### config.mk
export PLATFORM = sky130hd
export DESIGN_NAME = bat_status_mon
export DESIGN_NICKNAME = d
export VERILOG_FILES = /design/src/rtl/bat_status_pkg.sv /design/src/rtl/bat_ce_sync.sv /design/src/rtl/bat_select_trk.sv /design/src/rtl/bat_ce_gate.sv /design/src/rtl/bat_status_mon.sv
export SDC_FILE = /design/constraint.sdc
export NUM_CORES = 1
export LEC_CHECK = 0
export CAP_MARGIN = 20
export CORE_UTILIZATION = 30
export DETAILED_ROUTE_END_ITERATION = 7
export DONT_BUFFER_PORTS = 1
export SYNTH_ARGS = -nofsm -noshare
export SYNTH_HDL_FRONTEND = slang
export SYNTH_SLANG_ARGS = --single-unit
### constraint.sdc
create_clock -name clk_i -period 1.3 [get_ports clk_i]
set_input_delay 0.065 -clock clk_i [delete_from_list [all_inputs] [get_ports clk_i]]
set_output_delay 0.065 -clock clk_i [all_outputs]
set_load 0.05 [all_outputs]
### src/rtl/bat_status_pkg.sv
package bat_status_pkg;
  typedef enum logic {BAT_A = 1'b0, BAT_B = 1'b1} bat_sel_e;

  function automatic logic status_bad(input logic switched, input bat_sel_e sel,
                                      input logic a_ok, input logic b_ok, input logic dual);
    if (switched) return !a_ok || (dual && !b_ok);
    if (sel == BAT_B) return !b_ok;
    return !a_ok;
  endfunction
endpackage

### src/rtl/bat_ce_sync.sv
module bat_ce_sync #(
  parameter int STAGES = 2
) (
  input  logic clk_i,
  input  logic rst_ni,
  input  logic d_i,
  output logic q_o
);
  logic [STAGES-1:0] sr_q;

  always_ff @(posedge clk_i or negedge rst_ni) begin
    if (!rst_ni) sr_q <= '1;
    else         sr_q <= {sr_q[STAGES-2:0], d_i};
  end

  assign q_o = sr_q[STAGES-1];
endmodule

### src/rtl/bat_select_trk.sv
module bat_select_trk
  import bat_status_pkg::*;
#(
  parameter bit DUAL_BAT = 1'b1
) (
  input  logic     clk_i,
  input  logic     rst_ni,
  input  logic     pwr_good_i,
  input  logic     pg_rise_i,
  input  logic     pg_fall_i,
  input  logic     bat_a_ok_i,
  input  logic     bat_b_ok_i,
  input  logic     a_gt_b_i,
  output bat_sel_e sel_o,
  output logic     switched_o
);
  bat_sel_e sel_q;
  logic     sw_q;

  generate
    if (DUAL_BAT) begin : g_dual
      logic cur_ok, oth_ok;
      assign cur_ok = (sel_q == BAT_A) ? bat_a_ok_i : bat_b_ok_i;
      assign oth_ok = (sel_q == BAT_A) ? bat_b_ok_i : bat_a_ok_i;

      always_ff @(posedge clk_i or negedge rst_ni) begin
        if (!rst_ni) begin
          sel_q <= BAT_A;
          sw_q  <= 1'b0;
        end else if (pg_rise_i) begin
          sel_q <= BAT_A;
          sw_q  <= 1'b0;
        end else if (pg_fall_i) begin
          sel_q <= a_gt_b_i ? BAT_A : BAT_B;
        end else if (!pwr_good_i && !cur_ok && oth_ok) begin
          sel_q <= (sel_q == BAT_A) ? BAT_B : BAT_A;
          sw_q  <= 1'b1;
        end
      end
    end else begin : g_single
      always_ff @(posedge clk_i or negedge rst_ni) begin
        if (!rst_ni) begin
          sel_q <= BAT_A;
          sw_q  <= 1'b0;
        end else begin
          sel_q <= BAT_A;
          sw_q  <= 1'b0;
        end
      end
    end
  endgenerate

  assign sel_o      = sel_q;
  assign switched_o = sw_q;
endmodule

### src/rtl/bat_ce_gate.sv
module bat_ce_gate #(
  parameter int BLOCK_CYCLE = 2
) (
  input  logic clk_i,
  input  logic rst_ni,
  input  logic pwr_good_i,
  input  logic pg_rise_i,
  input  logic ce_s_i,
  input  logic bad_i,
  output logic inhibit_o
);
  localparam int CNT_W = $clog2(BLOCK_CYCLE + 1);
  localparam logic [CNT_W-1:0] HIT = CNT_W'(BLOCK_CYCLE - 1);
  localparam logic [CNT_W-1:0] SAT = CNT_W'(BLOCK_CYCLE);

  logic             ce_q, blk_q, fall;
  logic [CNT_W-1:0] cnt_q;

  assign fall = ce_q & ~ce_s_i;

  always_ff @(posedge clk_i or negedge rst_ni) begin
    if (!rst_ni) begin
      ce_q  <= 1'b1;
      cnt_q <= '0;
      blk_q <= 1'b0;
    end else begin
      ce_q <= ce_s_i;
      if (pg_rise_i) begin
        cnt_q <= '0;
        blk_q <= 1'b0;
      end else if (!pwr_good_i) begin
        blk_q <= 1'b0;
      end else if (fall) begin
        if (cnt_q != SAT) cnt_q <= cnt_q + 1'b1;
        if (cnt_q == HIT && bad_i) blk_q <= 1'b1;
      end else if (ce_s_i) begin
        blk_q <= 1'b0;
      end
    end
  end

  assign inhibit_o = blk_q;
endmodule

### src/rtl/bat_status_mon.sv
module bat_status_mon
  import bat_status_pkg::*;
#(
  parameter bit DUAL_BAT    = 1'b1,
  parameter int SYNC_STAGES = 2,
  parameter int BLOCK_CYCLE = 2
) (
  input  logic clk_i,
  input  logic rst_ni,
  input  logic pwr_good_i,
  input  logic bat_a_ok_i,
  input  logic bat_b_ok_i,
  input  logic a_gt_b_i,
  input  logic ce_ni,
  output logic ce_inhibit_o
);
  logic     pg_q, pg_rise, pg_fall, ce_s, switched, bad_q;
  bat_sel_e sel;

  assign pg_rise = pwr_good_i & ~pg_q;
  assign pg_fall = ~pwr_good_i & pg_q;

  always_ff @(posedge clk_i or negedge rst_ni) begin
    if (!rst_ni) begin
      pg_q  <= 1'b0;
      bad_q <= 1'b0;
    end else begin
      pg_q <= pwr_good_i;
      if (pg_rise) bad_q <= status_bad(switched, sel, bat_a_ok_i, bat_b_ok_i, DUAL_BAT);
    end
  end

  bat_ce_sync #(.STAGES(SYNC_STAGES)) u_sync (
    .clk_i, .rst_ni, .d_i(ce_ni), .q_o(ce_s)
  );

  bat_select_trk #(.DUAL_BAT(DUAL_BAT)) u_sel (
    .clk_i, .rst_ni, .pwr_good_i, .pg_rise_i(pg_rise), .pg_fall_i(pg_fall),
    .bat_a_ok_i, .bat_b_ok_i, .a_gt_b_i, .sel_o(sel), .switched_o(switched)
  );

  bat_ce_gate #(.BLOCK_CYCLE(BLOCK_CYCLE)) u_gate (
    .clk_i, .rst_ni, .pwr_good_i, .pg_rise_i(pg_rise), .ce_s_i(ce_s),
    .bad_i(bad_q), .inhibit_o(ce_inhibit_o)
  );
endmodule

* Word-level counts from Yosys, hierarchy flattened
Cells that the tools add are included.
** Word-level totals
- RAM bits :: 0
- Bits in read-only memories :: 0
- Bits in latches :: 0
- Logic and storage cells :: 64
- Memories kept :: 0
- Bits in registers :: 10
- Output and inout bits :: 1
** Operators by class
- Mux-type cells :: 28
- Multipliers :: 0
- Order comparisons :: 0
- Div/mod/pow operators :: 0
- Shifts and indexed selects :: 0
- Add/subtract/negate cells :: 1
- Bitwise gates (word level) :: 6
- Reduce and logical (&&, ||, !) cells :: 16
- Equal/unequal tests :: 5
** Operator list (number)
- two-way mux 1 bit :: 24
- two-way mux 2 bit :: 4
- nonzero test 2 bit :: 4
- logical NOT 1 bit :: 4
- inequality test 2 bit (second input constant) :: 2
- inequality test 4 x 1 -> 1 bit (second input constant) :: 1
- inequality test 4 bit (second input constant) :: 1
- AND reduction 2 bit :: 2
- bitwise AND 1 bit :: 3
- logical AND 1 bit :: 3
- inverter 1 bit :: 3
- AND reduction 3 bit :: 1
- nonzero test 3 bit :: 1
- adder 2 x 1 -> 2 bit (second input constant) :: 1
- == test 2 x 1 -> 1 bit (second input constant) :: 1
- logical OR 1 bit :: 1

* Logic depth before layout (Yosys ltp)
Gate-level depths: netlist of run 1.
- Depth in word-level cells :: 7
- Mapped depth :: 5

* By module
From an unflattened synthesis of run 1, not the netlist that was laid out.
** Unflattened totals
- Cells, all modules :: 40
- Area, all modules :: 484.2 um2
** By module, submodules not included
- bat_ce_gate :: cells an instance 17, area each 203.9 um2, times used 1
- bat_select_trk :: cells an instance 12, area each 125.1 um2, times used 1
- bat_status_mon :: cells an instance 9, area each 102.6 um2, times used 1
- bat_ce_sync :: cells an instance 2, area each 52.6 um2, times used 1

* Worst setup path after synthesis of run 1
No wires, ideal clock.
- Kind :: register to register
- From :: register u_gate.cnt_q[1]
- To :: register u_gate.blk_q, in the netlist u_gate.inhibit_o
- Path buffers :: 0
- Stages on the path, launching flop included :: 6
- Data arrival time :: 1130 ps
- Path slack :: 102 ps
- Setup time :: 68 ps
- Path through :: dfrtp_1 > inv_1 > ha_1 > nand3_1 > a2111oi_0 > a41o_1
** On the way
- Longest elaborated chain between the ends :: 4
** Ends and longest elaborated chain
- start, declared :: RTL line bat_ce_gate.sv:17 : logic [CNT_W-1:0] cnt_q;
- start signal, assigned :: RTL line bat_ce_gate.sv:34 : if (cnt_q != SAT) cnt_q <= cnt_q + 1'b1;
- == test 2 x 1 -> 1 bit :: RTL line bat_ce_gate.sv:35 : if (cnt_q == HIT && bad_i) blk_q <= 1'b1;
- logical AND 1 bit :: RTL line bat_ce_gate.sv:35
- inequality test 4 bit (no source line)
- AND reduction 2 bit (no source line)
- end signal, assigned :: RTL line bat_ce_gate.sv:32 : blk_q <= 1'b0;
- end signal, assigned :: RTL line bat_ce_gate.sv:35
- end signal, assigned :: RTL line bat_ce_gate.sv:37 : blk_q <= 1'b0;
- end, declared :: RTL line bat_ce_gate.sv:16 : logic ce_q, blk_q, fall;
Every way passes these cells.
A chain may end at the register's enable or synchronous reset.

* Worst setup path in the final report of run 1
- From :: register u_gate.cnt_q[0]
- To :: register u_gate.cnt_q[1]
** On the way
- Longest elaborated chain between the ends :: 5
- Elaborated cells on any way between the ends :: 8
- Classes of those cells :: add/sub (1); eq/ne (1); mux (4); reduce/logical (2)
** Ends and longest elaborated chain
- adder 2 x 1 -> 2 bit :: RTL line bat_ce_gate.sv:34
- two-way mux 2 bit :: RTL line bat_ce_gate.sv:34
- two-way mux 2 bit :: RTL line bat_ce_gate.sv:33 : end else if (fall) begin
- two-way mux 2 bit :: RTL line bat_ce_gate.sv:31 : end else if (!pwr_good_i) begin
- two-way mux 2 bit :: RTL line bat_ce_gate.sv:28 : if (pg_rise_i) begin
Parallel ways exist; a longest one is shown, timed or not. The select of a mux whose other input is x is not followed.

==> out/summary.txt, run 1 <==
Setup crit start kind = register
Post-Synthesis Cells = 46
Root Buffer = clkbuf_4
CTS Sinks = 10
Netlist cell types = 23
top cells by count, synth = dfrtp_1 (7), inv_1 (7), ha_1 (6)
residual DRC count = 0
Peak VDD IR = 623.3 uV
Crit-path slowest cell = dfrtp_1
sequential share of the synthesized area = 0.4822
FILL cells = 159
initial DRC count = 2
clk_skew = 11.46 ps
post-detail-place hpwl = 621.4 um
vias in the first global route = 358
Syn Nets = 59
post-route cell area = 646.9 um2
worst hold slack = 31.54 ps
Synth top area share = 0.3325
hold violation count in the final report = 0
Net Sw Frac = 0.2802
fin crit share = 0.9526
GRT Overall Usage = 0.1172
dpl ws = 1.339 ps
TritonCTS clock tree = built
arrival time at the worst endpoint = 1410 ps
CP Capture Type = register
PwrDens = 1310 nW/um2
final setup vio count = 0
Critical Path Max Stage Delay = 380 ps
clk slew on worst S/H paths = 70 ps
synthesized cell area = 526.8 um2
initial antenna violation count = 0
CP Cell Sequence = inv_1, ha_1, and4bb_2, nor2_1, a211oi_1
Synth Flop Type = dfrtp_1
cell taking the most area after synthesis = dfrtp_1
Hold Crit Class = primary input to register
Worst Max-Slew Pin Slew = 433.6 ps
# port buffers = 0
DRT Wirelength = 885 um
I/O Pins = 8
critical path class = register to register
Antenna Cells = 0
Worst path top cell family by delay = flip-flops
synth warn = 0
Core Area = 1577 um2
Final #Nets = 71
Die Area = 1927 um2
fmax = 807.5 MHz
largest fanout on the critical path = 3
Pre-antenna DRT Iters = 2
min Tclk post-route = 1238 ps
Placed Area = 561.8 um2
WP buf/inv = 1
leakage power = 0.3009 nW
status = finished, final reports clean
async set-reset flop share out of synthesis = 1.000
die height = 43.90 um
critical path data required time = 1470 ps
drt wl/cell = 12.12 um
Cell Count, Final, Fillers Out = 73
P_sw = 0.2374 mW
Clk pwr share = 0.254
P&R area growth vs syn = 22.80%
clk buf depth = 2
vias = 371
combinational power share = 0.272
largest net degree at the start of global routing = 11
Post-synth EDFFs = 0
clock latency on the worst-skew pair = 260 ps
dominant cells by area after synthesis = dfrtp_1 (33%), dfstp_2 (15%), ha_1 (14%)
layout cells sized above 1 = 0.2456
die extent in x = 43.90 um
Inst Count DP = 64
routability-driven placement congestion ratio = 0.7546
Reg power frac = 0.474
Avg Cell Area, Syn = 11.45 um2
first-pass GRT wire length = 1.559 mm
TritonCTS Buffers = 3
Worst slew margin = 0.7100
Pint = 0.6098 mW
Std-Cell Rows = 14
RSZ-0062 raised after global routing = true
post-route setup TNS = 0 ps
Final ANT Viol Nets = 0
Clock H-tree levels = 1
Synth Register Bits = 10
Setup WS post-layout = 61.61 ps
Vias/cell = 5.082
MaxCap Viol Count = 0
aggregate global routing overflow = 0
Slew Viols, Final = 0
Initial Util = 0.3341
metrics by stage:
step | total power [mW] | utilization
3_5_place_dp | 0.5992 | 0.3563
5_1_grt | 0.9098 | 0.4103
4_1_cts | 0.8450 | 0.4008
2_1_floorplan | 0.5403 | -
6_report | 0.8472 | 0.4103
3_3_place_gp | 0.5961 | 0.3563
sequential cells by signal, summed over array words and instances (netlist names):
name / cells
u_gate.ce_q: 1
u_sel.sel_o: 1
u_sel.switched_o: 1
u_gate.inhibit_o: 1
u_sync.sr_q: 2
u_gate.cnt_q: 2
pg_q: 1
bad_q: 1
power groups by stage:
| stage | clock network [mW] | registers [mW] | logic, mW |
|---|---|---|---|
| global route | 0.242 | 0.409 | 0.259 |
| detailed placement | 0 | 0.408 | 0.192 |
| CTS | 0.226 | 0.401 | 0.218 |
| floorplan | 0 | 0.417 | 0.123 |
| global placement | 0 | 0.407 | 0.189 |
| finish | 0.215 | 0.402 | 0.230 |
timing repair:
item                                   4_1_cts  5_1_grt
buffers inserted                             1        1
gates cloned                                 0        0
hold buffers                                 3        0
endpoints found under the hold margin       12        0
pin swaps                                    0        4
setup endpoints to repair                    1        5
gates resized for setup                      2        2
layout make-up:
class	count	area (um2)	share of cell area
Multi-Input combinational cell	29	260.3	0.4023
Sequential cell	10	254.0	0.3927
Timing Repair Buffer	7	60.06	0.09284
Clock buffer	4	26.28	0.04062
Inverter	7	26.28	0.04062
Tap cell	16	20.02	0.03095
routing by layer:
metal,wire (um),vias to the layer above,global-route usage
met5,0,-,0
met2,462,6,0.1701
met1,384,175,0.1429
met4,0,0,0.05455
li1,-,190,-
met3,38,0,0.06250
cell families (layout without fill, tap and decap cells):
group                    Yosys count  after routing  share of synthesized area
flip-flops                        10             10                     0.4822
XOR/XNOR                           1              1                    0.01663
AO/OA/AOI/OAI                     11             11                     0.1710
adder cells (fa/ha/maj)            6              6                     0.1425
multiplexers                       1              1                    0.01900
buffers and inverters              7             18                    0.04989
AND/OR/NAND/NOR                   10             10                     0.1188
layout by cell type, fill, tap and decap left out:
cell	n
clkbuf_4	3
mux2i_1	1
dfrtp_1	7
o211ai_1	2
a2111oi_2	1
nand2_1	2
nand3_2	1
ha_2	1
a21o_1	1
and4bb_2	1
or3b_1	1
nor2b_1	1
ha_1	5
o311ai_0	1
o22a_1	1
a211oi_1	2
nor3b_1	1
o21bai_1	1
xnor2_1	1
nor2_1	2
a221oi_1	1
inv_1	7
buf_4	4
a41o_1	1
nand3b_1	1
clkbuf_1	1
dlygate4sd3_1	3
dfstp_2	3
final timing paths:
check / endpoint / start / slack [ps] / depth (start not counted)
min in group asynchronous: u_gate.cnt_q[1] / rst_ni / 170 / 1
max in group asynchronous: u_sync.sr_q[0] / rst_ni / 780 / 1
min: u_sel.switched_o / pwr_good_i / 30 / 2
max reg2reg: u_gate.cnt_q[1] / u_gate.cnt_q[0] / 60 / 5
min reg2reg: u_sync.sr_q[1] / u_sync.sr_q[0] / 350 / 0
max: u_gate.cnt_q[1] / u_gate.cnt_q[0] / 60 / 5
Power figures use the tool's default switching activity.
==> run 2, diff against run 1 <==
- CAP_MARGIN: 20 -> default
- PLACE_DENSITY: default -> 0.53
- SYNTH_HIERARCHICAL: default -> 1
==> run 2 against run 1 <==
The run now ends with setup timing left. Via count down 12%. Wire length down 1.2%. Flip-flop and latch count unchanged. Highest routed layer unchanged.
==> out/summary.txt, run 2 <==
most frequent cells in the layout = dfrtp_1 (7), nor2_1 (5), dlygate4sd3_1 (5)
hold path depth = 2 (unchanged)
Initial Util = 0.3214 (-0.01270)
CTS Sinks = 10 (unchanged)
hold violation count in the final report = 0 (unchanged)
layout cells sized above 1 = 0.3396 (+0.09401)
MaxCap Viol Count = 0 (unchanged)
clock latency on the worst-skew pair = 260 ps (about the same)
post-detail-place hpwl = 616.2 um (-0.84%)
aggregate global routing overflow = 0 (unchanged)
vias = 326 (-12%)
Synth top area share = 0.3618 (+0.02922)
WP buf/inv = 1 (unchanged)
Vias/cell = 4.725 (-7.0%)
clk buf depth = 2 (unchanged)
Peak VDD IR = 700.6 uV (+12%)
initial DRC count = 3 (+1)
Post-synth EDFFs = 0 (unchanged)
Std-Cell Rows = 14 (unchanged)
largest net degree at the start of global routing = 11 (unchanged)
Syn Nets = 49 (-17%)
commonest non-fill, non-tap cell in the layout = dfrtp_1
fin crit share = 1.002 (+0.04924)
sequential share of the synthesized area = 0.5245 (+0.04236)
Die Area = 1779 um2 (-7.7%)
largest family of logic cells by synthesized area = simple AND/OR/NAND/NOR gates
critical path data required time = 1450 ps (-20 ps)
Hold Crit Class = primary input to register
Pre-antenna DRT Iters = 4 (+2)
CP Capture Type = register
Adder-Cell Fraction of Synth Area = 0.05168 (-0.09084)
worst hold slack = 45.96 ps (+14.42 ps)
mux share of post-synthesis cell area = 0.04651 (+0.02751)
Regs by FF count = u_gate/cnt_q: 2 flops, u_sync/sr_q: 2 flops
PwrDens = 1226 nW/um2 (-6.4%)
Avg Cell Area, Syn = 12.11 um2 (+5.7%)
CP Cell Sequence = inv_2, ha_2, and4bb_1, mux2_4
reg2reg path depth = 4 (-1)
Synth Register Bits = 10 (unchanged)
min Tclk post-route = 1302 ps (+64.01 ps)
largest fanout on the critical path = 2 (-1)
Root Buffer = clkbuf_4
Min-Delay Startpoint = bat_a_ok_i
critical path class = register to register
dpl ws = -15.04 ps (-16.37 ps)
gr busiest metal = met2
Worst path top cell family by delay = flip-flops
TritonCTS clock tree = built
Worst Max-Slew Pin Slew = 423.2 ps (-10.45 ps)
status = finished with violations
Worst slew margin = 0.7170 (+0.006988)
Crit-path slowest cell = dfrtp_1
Compound-Gate Fraction of Synth Area = 0.1370 (-0.03407)
reg2reg setup slack = -2 ps (-60 ps)
routability-driven placement congestion ratio = 0.7771 (+3.0%)
simple-gate share of the synthesized area = 0.2248 (+0.1060)
async set-reset flop share out of synthesis = 1.000 (unchanged)
Core Area = 1506 um2 (-4.4%)
Post-Synthesis Cells = 40 (-13%)
GRT Overall Usage = 0.1159 (-0.001299)
Antenna Cells = 0 (unchanged)
first-pass GRT wire length = 1.462 mm (-6.2%)
routing usage on met1 = 0.1429 (unchanged)
post-synthesis xor/xnor area fraction = 0 (-0.01663)
Crit path depth = 4 (-1)
initial antenna violation count = 0 (unchanged)
dominant cells by area after synthesis = dfrtp_1 (36%), dfstp_2 (16%), ha_1 (5.2%)
I/O Pins = 8 (unchanged)
CP startpoint = u_gate/cnt_q[0]
# port buffers = 0 (unchanged)
met2 Usage GRT = 0.1723 (+0.002158)
Setup WS post-layout = -2.403 ps (-64.01 ps)
FILL cells = 143 (-10%)
Synth Flop Type = dfrtp_1
Final #Nets = 63 (-11%)
final setup vio count = 1 (+1)
Critical Path Max Stage Delay = 370 ps (about the same)
RSZ-0062 raised after global routing = true
clk_skew = 9.528 ps (-1.929 ps)
Clock H-tree levels = 1 (unchanged)
synth warn = 6 (+6)
most common cell in the netlist = dfrtp_1
synthesized cell area = 484.2 um2 (-8.1%)
clk slew on worst S/H paths = 70 ps (about the same)
P&R area growth vs syn = 30.23%
TritonCTS Buffers = 3 (unchanged)
Slew Viols, Final = 0 (unchanged)
die extent in x = 42.18 um (-3.9%)
residual DRC count = 0 (unchanged)
FF-to-FF Start = u_gate/cnt_q[0]
cell taking the most area after synthesis = dfrtp_1
top cells by count, synth = dfrtp_1 (7), nor2_1 (5), dfstp_2 (3), nor2b_1 (3)
drt wl/cell = 12.67 um (+4.5%)
Final ANT Viol Nets = 0 (unchanged)
Netlist cell types = 21 (-8.7%)
met3 GRT Util = 0.07759 (+0.01509)
hold endpoint = bad_q
Setup crit start kind = register
arrival time at the worst endpoint = 1450 ps (+40 ps)
leakage power = 0.2825 nW (-6.1%)
vias in the first global route = 342 (-4.5%)
Crit Reg-Reg Endpoint = u_gate/cnt_q[0]
DRT Wirelength = 874 um (-1.2%)
die height = 42.18 um (-3.9%)
fmax = 767.8 MHz (-4.9%)
failing checks = setup timing
[run 2: cell types whose count changed in the layout (fill, tap and decap cells not counted), sizes merged, moves of 2 or more]
cell / before / now
dlygate4sd3: 3 / 5
nand2: 2 / 0
ha: 6 / 2
mux2: 0 / 2
o21ai: 0 / 2
a21oi: 0 / 2
o211ai: 2 / 0
nor2b: 1 / 4
nor2: 2 / 5
a211oi: 2 / 0
inv: 7 / 2
nand2b: 0 / 2
[run 2: power breakdown]
part           total (mW)  switching, mW  internal (mW)
Combinational       0.137         0.0561         0.0807
Sequential          0.368         0.0227          0.345
Clock               0.269         0.0994          0.169
[run 2: cell families after synthesis]
family / Yosys count
and+or+nand+nor: 16
DFF: 10
AOI/OAI and AO/OA: 8
buffers and inverters: 2
muxes: 2
adders and majority gates: 2
[run 2: repair_timing]
action,CTS,global route
endpoints found under the hold margin,15,0
setup endpoints to repair,2,2
pin swaps,1,1
resized for setup,3,1
hold buffers,5,0
setup buffers,1,0
[run 2: how the worst max path moves through the flow]
stage                      endpoint  slack [ps]
CTS                 u_gate/cnt_q[0]         -20
finish              u_gate/cnt_q[0]          -2
detailed placement  u_gate/cnt_q[0]         -20
floorplan           u_gate/cnt_q[0]          20
global placement    u_gate/cnt_q[0]          30
global route        u_gate/cnt_q[0]         -50
[run 2: metrics by stage]
step | area [um2] | cells | power (mW) | util | setup TNS [ps]
final | 630.6 | 69 | 0.7731 | 0.4186 | -2.403
after global routing | 630.6 | 69 | 0.8293 | 0.4186 | -98.62
after CTS | 630.6 | 69 | 0.7857 | 0.4186 | -37.66
after detailed placement | 526.8 | 59 | 0.4737 | 0.3497 | -15.04
after global placement | 526.8 | 59 | 0.4671 | 0.3497 | 0
after floorplan | 484.2 | 40 | 0.4446 | - | 0
[run 2: worst register-to-register path: stages (launching register included)]
cell      delay [ps]
dfrtp_1          370
inv_2             40
ha_2             160
and4bb_1         300
mux2_4           320
[run 2: final cells by class]
class / count / area, um2 / area share
clock buffers: 4 / 36.28 / 0.05754
inverters: 2 / 7.507 / 0.01190
multi-input cells: 28 / 232.7 / 0.3690
flip-flops and latches: 10 / 254.0 / 0.4028
well taps: 16 / 20.02 / 0.03175
repair buffers: 9 / 80.08 / 0.1270
[run 2: metal layers]
metal	vias to the layer above	routed length, um	part of all wire
li1	168	-	-
met1	152	428	0.49
met2	6	407	0.47
met3	0	38	0.043
met4	0	0	0
met5	-	0	0
==> run 3, diff against run 2 <==
- CORE_UTILIZATION: 30 -> 35
- PLACE_DENSITY: 0.53 -> 0.58
==> run 3 against run 2 <==
The run still ends with setup timing left. Global-route usage is 6.7 points higher. Non-clock buffer count stayed put. Power is 4.9% lower. Critical endpoint unchanged. Via count is 6.4% higher.
==> out/summary.txt, run 3 (synthesis results as in run 2) <==
die height = 39.20 um (-7.1%)
Core Area = 1301 um2 (-14%)
vias in the first global route = 394 (+15%)
Slew Viols, Final = 0 (unchanged)
clk slew on worst S/H paths = 70 ps (about the same)
fin crit share = 1.023 (+0.02104)
Worst Max-Slew Pin Slew = 461.6 ps (+38.48 ps)
CP startpoint = u_gate/cnt_q[1]
hold path depth = 2 (unchanged)
Antenna Cells = 0 (unchanged)
Crit-path slowest cell = dfrtp_1
first-pass GRT wire length = 1.738 mm (+19%)
initial DRC count = 1 (-2)
Final #Nets = 63 (unchanged)
initial antenna violation count = 0 (unchanged)
vias = 347 (+6.4%)
worst hold slack = 45.15 ps (-0.8112 ps)
most frequent cells in the layout = dfrtp_1 (7), nor2_1 (5), dlygate4sd3_1 (5)
critical path class = register to register
Clock H-tree levels = 1 (unchanged)
post-route setup TNS = -54.85 ps (-52.45 ps)
Vias/cell = 5.103 (+8.0%)
Critical Path Max Stage Delay = 420 ps (+50 ps)
CTS Sinks = 10 (unchanged)
# port buffers = 0 (unchanged)
CP Capture Type = register
GRT Overall Usage = 0.1828 (+0.06687)
clk buf depth = 2 (unchanged)
Setup WS post-layout = -29.76 ps (-27.35 ps)
routability-driven placement congestion ratio = 0.6552 (-16%)
reg2reg setup slack = -30 ps (-30 ps)
Initial Util = 0.3721 (+0.05069)
clock latency on the worst-skew pair = 260 ps (about the same)
Setup crit start kind = register
Pre-antenna DRT Iters = 2 (-2)
residual DRC count = 0 (unchanged)
reg2reg path depth = 3 (-1)
P&R area growth vs syn = 31.27%
min Tclk post-route = 1330 ps (+27.35 ps)
commonest non-fill, non-tap cell in the layout = dfrtp_1
Regs by FF count = u_gate/cnt_q: 2 flops, u_sync/sr_q: 2 flops
fmax = 752.0 MHz (-2.1%)
DRT Wirelength = 1.028 mm (+18%)
Die Area = 1536 um2 (-14%)
Root Buffer = clkbuf_4
aggregate global routing overflow = 0 (unchanged)
largest fanout on the critical path = 2 (unchanged)
I/O Pins = 8 (unchanged)
post-detail-place hpwl = 684.5 um (+11%)
Final ANT Viol Nets = 0 (unchanged)
FILL cells = 130 (-9.1%)
FF-to-FF Start = u_gate/cnt_q[1]
RSZ-0062 raised after global routing = true
Hold Crit Class = primary input to register
MaxCap Viol Count = 0 (unchanged)
Seq. cell area = 254.0 um2 (unchanged)
critical path endpoint = u_gate/cnt_q[0]
Worst slew margin = 0.6912 (-0.02574)
status = finished with violations
hold violation count in the final report = 0 (unchanged)
failing checks = setup timing
final setup vio count = 2 (+1)
drt wl/cell = 15.12 um (+19%)
TritonCTS Buffers = 3 (unchanged)
Std-Cell Rows = 13 (-1)
leakage power = 0.2770 nW (-1.9%)
multi-input logic area = 249.0 um2 (+7.0%)
Peak VDD IR = 587.1 uV (-16%)
TritonCTS clock tree = built
clk_skew = 8.534 ps (-0.9944 ps)
CP Cell Sequence = ha_4, and4bb_2, mux2_4
die extent in x = 39.20 um (-7.1%)
critical path data required time = 1440 ps (about the same)
PwrDens = 1157 nW/um2 (-5.6%)
layout cells sized above 1 = 0.3585 (+0.01887)
post-route cell area = 635.6 um2 (+0.79%)
largest net degree at the start of global routing = 11 (unchanged)
Placed Area = 518.0 um2 (-1.7%)
Crit Reg-Reg Endpoint = u_gate/cnt_q[0]
arrival time at the worst endpoint = 1470 ps (+20 ps)
run 3: cell counts in the layout (fill, tap and decap cells not counted):
Identical to the previous run, type by type.
run 3: cell type report:
| type | instances | share of cell area |
|---|---|---|
| multi-input cells | 28 | 0.3917 |
| clock buffers | 4 | 0.04134 |
| well taps | 15 | 0.02953 |
| inverters | 2 | 0.01181 |
| flip-flops and latches | 10 | 0.3996 |
| repair buffers | 9 | 0.1260 |
run 3: worst min path at each step:
stage                           from              end
after floorplan               rst_ni            bad_q
after global placement        rst_ni  u_gate/cnt_q[1]
after detailed placement      rst_ni  u_gate/cnt_q[0]
after CTS                 bat_b_ok_i            bad_q
after global routing      bat_b_ok_i            bad_q
final                     bat_a_ok_i            bad_q
run 3: repair_timing:
item                                    in CTS  in global routing
gates resized for setup                      4                  3
hold endpoints to repair                    15                  0
pin swaps                                    2                  1
hold buffers                                 5                  0
buffers inserted                             2                  0
endpoints found under the setup margin       2                  2
run 3: report_power, final:
part / switching (mW) / internal [mW] / total [mW]
sequential: 0.0263 / 0.345 / 0.371
clock: 0.0949 / 0.118 / 0.213
combinational: 0.0640 / 0.0872 / 0.151
total: 0.185 / 0.550 / 0.735
run 3: through the flow:
step	util	cells	power (mW)	worst slack (ps)
floorplan	-	40	0.4446	22.90
CTS	0.4760	68	0.7372	-31.29
global route	0.4885	68	0.7877	-66.29
global placement	0.3981	57	0.4627	38.34
finish	0.4885	68	0.7353	-29.76
detailed placement	0.3981	57	0.4738	-33.50
run 3: layer usage:
metal,global-route usage,routed length (um),vias to the layer above
met5,0,0,-
met3,0.06358,55,2
met1,0.2166,407,169
li1,-,-,168
met2,0.2958,554,8
met4,0.07759,10,0
run 3: worst max-delay path, delay by kind of cell, from the launching register on:
| family | cells | cell delay [ps] |
|---|---|---|
| DFF | 1 | 420 |
| and+or+nand+nor | 1 | 330 |
| adders and majority gates | 1 | 170 |
| muxes | 1 | 310 |
